## src/rtl/drv_mech_pkg.sv

```systemverilog
package drv_mech_pkg;
  localparam int UNIT_W = 9;

  typedef enum logic {SEL_STEP = 1'b0, SEL_SETTLE = 1'b1} seqSel_e;

  typedef struct packed {
    logic    seqLoad;
    seqSel_e seqSel;
    logic    unlLoad;
    logic    trkInc;
    logic    trkDec;
  } dpStrobe_t;
endpackage

```

## src/rtl/drv_mech_dp.sv

```systemverilog
module drv_mech_dp
  import drv_mech_pkg::*;
#(
  parameter int CLKS_PER_MS = 50000,
  parameter int TRK_W       = 7
) (
  input  logic             clk,
  input  logic             rstN,
  input  logic             cfgWrStep,
  input  logic             cfgWrHead,
  input  logic [7:0]       cfgByte,
  input  logic             miniMode,
  input  dpStrobe_t        stb,
  output logic             seqDone,
  output logic             unlDone,
  output logic [TRK_W-1:0] curTrack,
  output logic             nonDma
);
  localparam int PRE_W = $clog2(2 * CLKS_PER_MS + 1);
  localparam int NCH   = 2;

  logic [7:0] cfgStep, cfgHead;
  logic [UNIT_W-1:0] stepUnits, settleUnits, unloadUnits;
  logic [PRE_W-1:0]  preLast;
  logic [NCH-1:0][UNIT_W-1:0] chUnits;
  logic [NCH-1:0] chLoad, chDone;

  always_ff @(posedge clk) begin
    if (!rstN) begin
      cfgStep <= '0;
      cfgHead <= '0;
    end else begin
      if (cfgWrStep) cfgStep <= cfgByte;
      if (cfgWrHead) cfgHead <= cfgByte;
    end
  end

  assign nonDma = cfgHead[0];

  // reversed step code, 2 ms settle units, 16 ms unload units
  always_comb begin
    stepUnits   = UNIT_W'(5'd16 - {1'b0, cfgStep[7:4]});
    settleUnits = (cfgHead[7:1] == 7'd0) ? UNIT_W'(256)
                                         : UNIT_W'({cfgHead[7:1], 1'b0});
    unloadUnits = (cfgStep[3:0] == 4'd0) ? UNIT_W'(256)
                                         : UNIT_W'({cfgStep[3:0], 4'b0});
    preLast     = miniMode ? PRE_W'(2 * CLKS_PER_MS - 1)
                           : PRE_W'(CLKS_PER_MS - 1);
  end

  assign chUnits[0] = (stb.seqSel == SEL_STEP) ? stepUnits : settleUnits;
  assign chUnits[1] = unloadUnits;
  assign chLoad[0]  = stb.seqLoad;
  assign chLoad[1]  = stb.unlLoad;

  for (genvar ch = 0; ch < NCH; ch++) begin : g_tmr
    logic [PRE_W-1:0]  pre;
    logic [UNIT_W-1:0] cnt;
    always_ff @(posedge clk) begin
      if (!rstN) begin
        pre <= '0;
        cnt <= '0;
      end else if (chLoad[ch]) begin
        pre <= '0;
        cnt <= chUnits[ch];
      end else if (cnt != '0) begin
        if (pre >= preLast) begin
          pre <= '0;
          cnt <= cnt - 1'b1;
        end else begin
          pre <= pre + 1'b1;
        end
      end
    end
    assign chDone[ch] = (cnt == '0);
  end

  assign seqDone = chDone[0];
  assign unlDone = chDone[1];

  always_ff @(posedge clk) begin
    if (!rstN)           curTrack <= '0;
    else if (stb.trkInc) curTrack <= curTrack + 1'b1;
    else if (stb.trkDec) curTrack <= curTrack - 1'b1;
  end

  assert_track_moves_by_one_R3: assert property (@(posedge clk) disable iff (!rstN)
    (curTrack != $past(curTrack)) |->
      (curTrack == $past(curTrack) + 1'b1 || curTrack == $past(curTrack) - 1'b1));
endmodule

```

## src/rtl/drv_mech_ctrl.sv

```systemverilog
module drv_mech_ctrl
  import drv_mech_pkg::*;
#(
  parameter int TRK_W      = 7,
  parameter int PULSE_CLKS = 100
) (
  input  logic             clk,
  input  logic             rstN,
  input  logic             seekReq,
  input  logic [TRK_W-1:0] seekTarget,
  input  logic             accessReq,
  input  logic             seqDone,
  input  logic             unlDone,
  input  logic [TRK_W-1:0] curTrack,
  output dpStrobe_t        stb,
  output logic             stepOut,
  output logic             stepDir,
  output logic             seekDone,
  output logic             headLoad,
  output logic             headReady,
  output logic             busy
);
  localparam int PW_W = $clog2(PULSE_CLKS + 1);

  typedef enum logic [2:0] {ST_IDLE, ST_DIR, ST_PULSE, ST_GAP, ST_SETTLE} state_e;

  state_e state;
  logic [TRK_W-1:0] tgt;
  logic [PW_W-1:0]  pulseCnt;
  logic             pulseEnd;

  assign busy     = (state != ST_IDLE);
  assign stepOut  = (state == ST_PULSE);
  assign pulseEnd = (state == ST_PULSE) && (pulseCnt == PW_W'(PULSE_CLKS - 1));

  always_comb begin
    stb         = '0;
    stb.seqSel  = SEL_STEP;
    stb.trkInc  = pulseEnd && stepDir;
    stb.trkDec  = pulseEnd && !stepDir;
    stb.seqLoad = pulseEnd;
    if (state == ST_IDLE && !seekReq && accessReq && !headLoad) begin
      stb.seqLoad = 1'b1;
      stb.seqSel  = SEL_SETTLE;
    end
    stb.unlLoad = busy || (state == ST_IDLE && accessReq);
  end

  always_ff @(posedge clk) begin
    if (!rstN) begin
      state     <= ST_IDLE;
      tgt       <= '0;
      stepDir   <= 1'b0;
      pulseCnt  <= '0;
      seekDone  <= 1'b0;
      headLoad  <= 1'b0;
      headReady <= 1'b0;
    end else begin
      seekDone <= 1'b0;
      unique case (state)
        ST_IDLE: begin
          if (seekReq) begin
            tgt <= seekTarget;
            if (seekTarget == curTrack) begin
              seekDone <= 1'b1;
            end else begin
              stepDir <= (seekTarget > curTrack);
              state   <= ST_DIR;
            end
          end else if (accessReq) begin
            if (!headLoad) begin
              headLoad <= 1'b1;
              state    <= ST_SETTLE;
            end
          end else if (headLoad && unlDone) begin
            headLoad  <= 1'b0;
            headReady <= 1'b0;
          end
        end
        ST_DIR: begin
          pulseCnt <= '0;
          state    <= ST_PULSE;
        end
        ST_PULSE: begin
          pulseCnt <= pulseCnt + 1'b1;
          if (pulseEnd) state <= ST_GAP;
        end
        ST_GAP: begin
          if (seqDone) begin
            if (curTrack == tgt) begin
              seekDone <= 1'b1;
              state    <= ST_IDLE;
            end else begin
              pulseCnt <= '0;
              state    <= ST_PULSE;
            end
          end
        end
        ST_SETTLE: begin
          if (seqDone) begin
            headReady <= 1'b1;
            state     <= ST_IDLE;
          end
        end
        default: state <= ST_IDLE;
      endcase
    end
  end

  assert_ready_needs_load_R6: assert property (@(posedge clk) disable iff (!rstN)
    headReady |-> headLoad);
  assert_dir_steady_R4: assert property (@(posedge clk) disable iff (!rstN)
    (stepOut && $past(busy)) |-> $stable(stepDir));
  assert_seek_lands_R3: assert property (@(posedge clk) disable iff (!rstN)
    seekDone |-> (curTrack == tgt));
  assert_unload_when_idle_R7: assert property (@(posedge clk) disable iff (!rstN)
    $fell(headLoad) |-> !busy);
  assert_track_only_in_gap_R12: assert property (@(posedge clk) disable iff (!rstN)
    (curTrack != $past(curTrack)) |-> (state == ST_GAP));
endmodule

```

## src/rtl/drv_mech_timer.sv

```systemverilog
module drv_mech_timer
  import drv_mech_pkg::*;
#(
  parameter int CLKS_PER_MS = 50000,
  parameter int TRK_W       = 7,
  parameter int PULSE_CLKS  = 100
) (
  input  logic             clk,
  input  logic             rstN,
  input  logic             cfgWrStep,
  input  logic             cfgWrHead,
  input  logic [7:0]       cfgByte,
  input  logic             miniMode,
  input  logic             seekReq,
  input  logic [TRK_W-1:0] seekTarget,
  input  logic             accessReq,
  output logic             stepOut,
  output logic             stepDir,
  output logic [TRK_W-1:0] curTrack,
  output logic             seekDone,
  output logic             headLoad,
  output logic             headReady,
  output logic             busy,
  output logic             nonDma
);
  dpStrobe_t stb;
  logic seqDone, unlDone;

  drv_mech_ctrl #(.TRK_W(TRK_W), .PULSE_CLKS(PULSE_CLKS)) u_ctrl (
    .clk(clk), .rstN(rstN), .seekReq(seekReq), .seekTarget(seekTarget),
    .accessReq(accessReq), .seqDone(seqDone), .unlDone(unlDone),
    .curTrack(curTrack), .stb(stb), .stepOut(stepOut), .stepDir(stepDir),
    .seekDone(seekDone), .headLoad(headLoad), .headReady(headReady), .busy(busy)
  );

  drv_mech_dp #(.CLKS_PER_MS(CLKS_PER_MS), .TRK_W(TRK_W)) u_dp (
    .clk(clk), .rstN(rstN), .cfgWrStep(cfgWrStep), .cfgWrHead(cfgWrHead),
    .cfgByte(cfgByte), .miniMode(miniMode), .stb(stb), .seqDone(seqDone),
    .unlDone(unlDone), .curTrack(curTrack), .nonDma(nonDma)
  );
endmodule

```

## config.mk

```make
export PLATFORM = sky130hd
export DESIGN_NAME = drv_mech_timer
export DESIGN_NICKNAME = d
export VERILOG_FILES = /design/src/rtl/drv_mech_pkg.sv /design/src/rtl/drv_mech_dp.sv /design/src/rtl/drv_mech_ctrl.sv /design/src/rtl/drv_mech_timer.sv
export SDC_FILE = /design/constraint.sdc
export NUM_CORES = 1
export LEC_CHECK = 0
export BUFFER_PORTS_ARGS = -buffer_cell sky130_fd_sc_hd__clkbuf_2
export CORE_MARGIN = 4
export CORE_UTILIZATION = 56
export CTS_CLUSTER_SIZE = 30
export DETAILED_ROUTE_END_ITERATION = 7
export PLACE_DENSITY_LB_ADDON = 0.15
export SYNTH_ARGS = -nofsm -noshare
export SYNTH_HDL_FRONTEND = slang
export SYNTH_SLANG_ARGS = --single-unit
export TNS_END_PERCENT = 5
```

## constraint.sdc

```tcl
create_clock -name clk -period 3.9 [get_ports clk]
set_clock_uncertainty 0.15 [all_clocks]
set_input_delay 0.39 -clock clk [delete_from_list [all_inputs] [get_ports clk]]
set_output_delay 0.39 -clock clk [all_outputs]
set_load 0.005 [all_outputs]
```

==> impl_metrics.tcl, run 1 <==
set metrics [dict create \
    root_buffer "clkbuf_8" \
    hpwl_mm 8.38 \
    syn_to_final_growth_pct 8.03 \
    ios 36 \
    initial_core_util_pct 57.3 \
    cp-start-kind "flip-flop" \
    grt_pass1_vias 4301 \
    syn_avg_cell_area_um2 8.32 \
    ctsResizeCount 0 \
    nFillCells 848 \
    setup-tns-final_ps 0 \
    drive_gt1_share_pct 10.0 \
    cts_inserted_buffers 9 \
    drt-total-wl_mm 11.4 \
    crit_slowest_cell "fa_1" \
    critPathTopFamily "simple AND/OR/NAND/NOR gates" \
    synth.top_cell.area_share_pct 36.3 \
    synth_ff_type "dfxtp_1" \
    gr-usage-all-layers_pct 21.4 \
    worst_pin_slew_ps 786 \
    grt_start_max_net_pins 25 \
    yosys.area.top_type "dfxtp_1" \
    async_reset_ff_share_pct 0 \
    worst-path-buf-inv 1 \
    syn_inst 637 \
    required_ps 4030 \
    worstPathArrival_ps 3570 \
    synth_enable_flop_cells 0 \
    clk_latency_ps 360 \
    p_per_area_nw_per_um2 435 \
    routed_via_density 5.71 \
    ir_drop_v 0.000224 \
    clockBufferDepth 2 \
    fin_nets 721 \
    hold_buffers 0 \
    drc 0 \
    rows 35 \
    hold_class "primary input to flip-flop" \
    grt_antenna_before_repair 0 \
    die-width_um 105 \
    cap_violations 0 \
    die_h_um 105 \
    post_cts_buffers 0 \
    die_area_um2 11100 \
    post-route-util_pct 61.9 \
    setup_viol 0 \
    synth-seq-area-share_pct 36.3 \
    vias 4552 \
    status "finished clean" \
    coreArea_um2 9240 \
    finalHoldViolCount 0 \
    drtIter0Drc 231 \
    multi_input_area_um2 3140 \
    max_stage_delay_ps 470 \
    gp_congestion 0.827 \
    grt_overflow 0 \
    layout_worst_path_cycle_share_pct 88.2 \
    period_needed_ps 3440 \
    maxSlewViolCount 0 \
    first_pass_iters 5 \
    path_cells "nor2_1, nand2_1, inv_1, and4_1, nand2_1, fa_1, a211oi_1, o21bai_1, a21oi_1, xnor2_1, or3_1, a21oi_1" \
    slew_headroom_pct 47.1 \
    syn_nets 695 \
    grt_pass1_wl_mm 19.8 \
    final-seq-area_um2 1920 \
    fmax_ghz 0.291 \
    most-common-layout-cells "dfxtp_1, nor2_1, nand2_1" \
    layout_commonest_cell "dfxtp_1" \
    clkSinkCount 96 \
    antenna_cells 0 \
    path_clk_slew_ps 100 \
    cts_tree "built" \
    yosys-top-cells-area "dfxtp_1, ha_1, nor2_1, xnor2_1, nand2_1" \
    p_leak_nw 2.22 \
    cp_max_fo 14 \
    rsz0062_at_grt "no" \
    io_buffers 35 \
    critPathKind "flip-flop to flip-flop" \
    synth_cell_types 59 \
    endpoint_kind "flip-flop" \
    synthesis.area_um2 5300 \
    wire_per_inst_um 14.3 \
    ys_ff_latch 96 \
    h-tree-depth 3 \
    synthesis.yosys.warnings 0 \
    ant_nets 0 \
]
==> worst reg2reg max path, cell delays in order (launching register included) <==
cell      delay [ps]
dfxtp_1          460
nor2_1           160
nand2_1          150
inv_1            290
and4_1           300
nand2_1          200
fa_1             470
a211oi_1         340
o21bai_1         130
a21oi_1          190
xnor2_1           90
or3_1            300
a21oi_1          130
==> cells in the mapped netlist (2+ instances only) <==
master / instances
dfxtp_1: 96
nor2_1: 86
nand2_1: 63
a21oi_1: 40
ha_1: 35
xnor2_1: 35
inv_1: 27
nor3_1: 22
xor2_1: 21
nand3_1: 20
o21ai_0: 19
mux2i_1: 18
clkbuf_1: 16
nand4_1: 14
a211oi_1: 10
a31oi_1: 10
nor4_1: 9
o211ai_1: 8
or3_1: 8
and3_1: 6
and4_1: 4
buf_2: 4
nand2b_1: 4
nor3b_1: 4
o21a_1: 4
or2_2: 4
a21boi_0: 3
a311oi_1: 3
and2_1: 3
nand4b_1: 3
o21bai_1: 3
a211o_1: 2
a21o_1: 2
buf_6: 2
nor2b_1: 2
nor4b_1: 2
o311a_1: 2
or4_1: 2
==> routing by layer <==
metal / share of wire, % / GRT usage [%] / vias to the layer above / wire [um]
met3: 4.9 / 4.53 / 10 / 558
met5: 0 / 0 / - / 0
li1: - / - / 2299 / -
met1: 46 / 27.3 / 2132 / 5260
met4: 1.2 / 5.44 / 0 / 136
met2: 48 / 36.6 / 111 / 5440
==> per-stage QoR <==
stage	instances	worst slack [ps]	hold slack [ps]	instance area (um2)	total power [mW]
after CTS	797	486	98.5	5720	2.51
final	797	460	114	5720	2.49
after floorplan	637	741	273	5300	1.76
after global placement	781	643	303	5540	1.88
after detailed placement	781	517	298	5540	1.90
after global routing	797	150	105	5720	2.66
==> cell type report <==
| type | count | area share (%) |
|---|---|---|
| clock buffers | 10 | 2.40 |
| repair buffers | 40 | 3.72 |
| clock inverters | 6 | 0.743 |
| multi-input cells | 488 | 54.9 |
| inverters | 28 | 1.84 |
| well taps | 129 | 2.82 |
| flip-flops and latches | 96 | 33.6 |
==> kinds of logic (layout without fill, tap and decap cells) <==
kind of cell | Yosys count | count (layout) | share of synthesized area [%]
and+or+nand+nor | 261 | 261 | 23.9
AOI/OAI and AO/OA | 117 | 117 | 14.1
DFF | 96 | 96 | 36.3
xor gates and xnor gates | 56 | 56 | 9.26
buffers and inverters | 53 | 84 | 4.42
adders and majority gates | 36 | 36 | 8.64
muxes | 18 | 18 | 3.40
==> where the power goes <==
part | internal (mW) | switching, mW | leakage [nW]
Sequential | 1.06 | 0.101 | 0.780
Combinational | 0.289 | 0.428 | 1.35
Clock | 0.252 | 0.359 | 0.0891
Total | 1.60 | 0.888 | 2.22
==> flip-flops by register name, indices dropped and copies added (netlist names) <==
signal	flops
u_ctrl.stepDir	1
u_ctrl.state	3
u_dp.g_tmr.cnt	18
u_dp.cfgStep	8
u_dp.g_tmr.pre	34
u_dp.curTrack	7
u_dp.cfgHead	8
u_ctrl.headLoad	1
u_ctrl.pulseCnt	7
u_ctrl.seekDone	1
u_ctrl.headReady	1
u_ctrl.tgt	7
==> path summary, 6_finish.rpt <==
check | startpoint | endpoint | slack (ps) | cells past startpoint
setup / recovery | u_ctrl.state[2]$_SDFFE_PN0P_ | u_dp.curTrack[6]$_SDFFE_PN0P_ | 460 | 12
hold / removal | seekTarget[6] | u_ctrl.tgt[6]$_SDFFE_PN0P_ | 110 | 3
setup reg to reg | u_ctrl.state[2]$_SDFFE_PN0P_ | u_dp.curTrack[6]$_SDFFE_PN0P_ | 460 | 12
hold reg to reg | u_ctrl.pulseCnt[6]$_SDFFE_PN0P_ | u_ctrl.pulseCnt[6]$_SDFFE_PN0P_ | 320 | 1
No activity file was read; power rests on OpenSTA's default activity.
==> run 2, diff against run 1 <==
--- a/config.mk
+++ b/config.mk
@@ -7,7 +7,8 @@
 export LEC_CHECK = 0
 export BUFFER_PORTS_ARGS = -buffer_cell sky130_fd_sc_hd__clkbuf_2
 export CORE_MARGIN = 4
-export CORE_UTILIZATION = 56
+export CORE_UTILIZATION = 40
+export CTS_BUF_LIST = sky130_fd_sc_hd__clkbuf_8
 export CTS_CLUSTER_SIZE = 30
 export DETAILED_ROUTE_END_ITERATION = 7
 export PLACE_DENSITY_LB_ADDON = 0.15
==> run 2 against run 1 <==
Effect of this change: power grew 7.5%; hold slack lost 18 ps; flip-flop and latch count is the same; global-route usage shrank 3.8 points; design area grew 2.1%; wire length grew 8.8%; clock power grew 29%; largest cell class unchanged.
==> impl_metrics.tcl, run 2 (same netlist as run 1, synthesis figures left out) <==
set metrics [dict create \
    status "finished clean" \
    dpl_worst_slack_ps 585 \
    worstPathArrival_ps 3530 \
    worst-path-buf-inv 1 \
    worst_pin_slew_ps 840 \
    top_register "u_dp.g_tmr.pre" \
    h-tree-depth 3 \
    slew_headroom_pct 43.5 \
    grt_pass1_vias 4443 \
    setup-tns-final_ps 0 \
    ios 36 \
    hpwl_mm 9.17 \
    ant_nets 0 \
    rsz0062_at_grt "no" \
    grt_antenna_before_repair 0 \
    cts_tree "built" \
    ir_drop_v 0.000310 \
    hold_class "primary input to flip-flop" \
    p_comb_share_pct 27.0 \
    r2r_start "u_ctrl.state[2]$_SDFFE_PN0P_" \
    die-width_um 123 \
    required_ps 4070 \
    reg2reg_depth 12 \
    p_per_area_nw_per_um2 458 \
    path_cells "nor2_1, nand2_1, inv_1, and4_1, nand2_1, fa_1, a211oi_1, o21bai_1, a21oi_1, xnor2_1, or3_1, a21oi_1" \
    seq_power_share_pct 43.5 \
    cp.depth 12 \
    path_clk_slew_ps 100 \
    final-seq-area_um2 1920 \
    antenna_cells 0 \
    largestRegisters "u_dp.g_tmr.pre x34, u_dp.g_tmr.cnt x18" \
    die_h_um 123 \
    clk_latency_ps 370 \
    die_area_um2 15200 \
    fin_area_um2 5840 \
    rows 41 \
    maxSlewViolCount 0 \
    switchingPower_mw 0.898 \
    grt_pass1_wl_mm 21.3 \
    clock_power_share_pct 29.5 \
    endpoint "u_dp.curTrack[6]$_SDFFE_PN0P_" \
    p_leak_nw 2.25 \
    fin_nets 721 \
    power.internal_mw 1.78 \
    switching_share_pct 33.6 \
    finalHoldViolCount 0 \
    clockBufferDepth 2 \
    critPathTopFamily "simple AND/OR/NAND/NOR gates" \
    cts_inserted_buffers 9 \
    clkSinkCount 96 \
    io_buffers 35 \
    routed_via_density 5.32 \
    critPathKind "flip-flop to flip-flop" \
    crit_slowest_cell "fa_1" \
    fmax_ghz 0.297 \
    cp_max_fo 14 \
    max_stage_delay_ps 490 \
    drt-total-wl_mm 12.4 \
    grt_overflow 0 \
    cp-start-kind "flip-flop" \
    layout_commonest_cell "dfxtp_1" \
    wire_per_inst_um 14.8 \
    timing.rr.end "u_dp.curTrack[6]$_SDFFE_PN0P_" \
    first_pass_iters 4 \
    dpl-instance-area_um2 5600 \
    syn_to_final_growth_pct 10.2 \
    layout_worst_path_cycle_share_pct 86.2 \
    largest_reg_flops 34 \
    drive_gt1_share_pct 10.0 \
    initial_core_util_pct 41.5 \
    cap_violations 0 \
    worst-r2r-setup-slack_ps 540 \
    vias 4469 \
    most-common-layout-cells "dfxtp_1, nor2_1, nand2_1" \
    crit_start "u_ctrl.state[2]$_SDFFE_PN0P_" \
    post_cts_buffers 0 \
    endpoint_kind "flip-flop" \
    hold_slack_ps 95.8 \
    gp_congestion 0.863 \
    drc 0 \
    multi_input_area_um2 3140 \
    nFillCells 1282 \
    drtIter0Drc 239 \
    grt_start_max_net_pins 36 \
    root_buffer "clkbuf_8" \
    period_needed_ps 3360 \
    hold_buffers 0 \
    layout_setup_ws_ps 536 \
    gr-usage-all-layers_pct 17.6 \
    ctsResizeCount 0 \
    coreArea_um2 12800 \
    setup_viol 0 \
]
==> run 2: power by group through the flow <==
| stage | Sequential (mW) | Combinational (mW) | Clock (mW) |
|---|---|---|---|
| floorplan | 1.14 | 0.617 | 0 |
| global placement | 1.18 | 0.715 | 0 |
| detailed placement | 1.19 | 0.721 | 0 |
| CTS | 1.16 | 0.727 | 0.817 |
| global route | 1.18 | 0.824 | 0.853 |
| finish | 1.17 | 0.723 | 0.789 |
==> run 2: how the worst min path moves through the flow <==
stage | startpoint | endpoint | slack [ps] | cells after the start
final | seekTarget[3] | u_ctrl.tgt[3]$_SDFFE_PN0P_ | 100 | 3
after global routing | seekTarget[3] | u_ctrl.tgt[3]$_SDFFE_PN0P_ | 90 | 3
after CTS | seekTarget[3] | u_ctrl.tgt[3]$_SDFFE_PN0P_ | 70 | 3
after detailed placement | u_ctrl.tgt[6]$_SDFFE_PN0P_ | u_ctrl.tgt[6]$_SDFFE_PN0P_ | 310 | 2
after global placement | u_ctrl.pulseCnt[6]$_SDFFE_PN0P_ | u_ctrl.pulseCnt[6]$_SDFFE_PN0P_ | 300 | 1
after floorplan | u_ctrl.pulseCnt[6]$_SDFFE_PN0P_ | u_ctrl.pulseCnt[6]$_SDFFE_PN0P_ | 270 | 1
==> run 2: worst register-to-register path, cell delays in order (launching register included) <==
cell,delay (ps)
dfxtp_1,470
nor2_1,160
nand2_1,140
inv_1,290
and4_1,310
nand2_1,210
fa_1,490
a211oi_1,290
o21bai_1,110
a21oi_1,180
xnor2_1,90
or3_1,300
a21oi_1,130
==> run 2: per-layer routing <==
metal | routed length [um] | vias to the layer above | part of all wire (%) | GRT usage [%]
met5 | 0 | - | 0 | 0
met1 | 5980 | 2080 | 48 | 22.6
met4 | 151 | 0 | 1.2 | 5.05
met2 | 5840 | 66 | 47 | 29.0
li1 | - | 2308 | - | -
met3 | 435 | 15 | 3.5 | 4.76
==> run 2: metrics by stage <==
step / instances / util, % / power (mW)
final: 840 / 45.7 / 2.68
after CTS: 840 / 45.7 / 2.71
after floorplan: 637 / - / 1.76
after global routing: 840 / 45.7 / 2.86
after detailed placement: 824 / 43.8 / 1.91
after global placement: 824 / 43.8 / 1.89
==> run 2: final cells by class <==
cell class / instances / share of cell area (%)
Multi-Input combinational cell: 488 / 53.8
Clock buffer: 9 / 2.12
Sequential cell: 96 / 32.9
Clock inverter: 7 / 2.06
Timing Repair Buffer: 40 / 3.64
Tap cell: 172 / 3.68
Inverter: 28 / 1.80
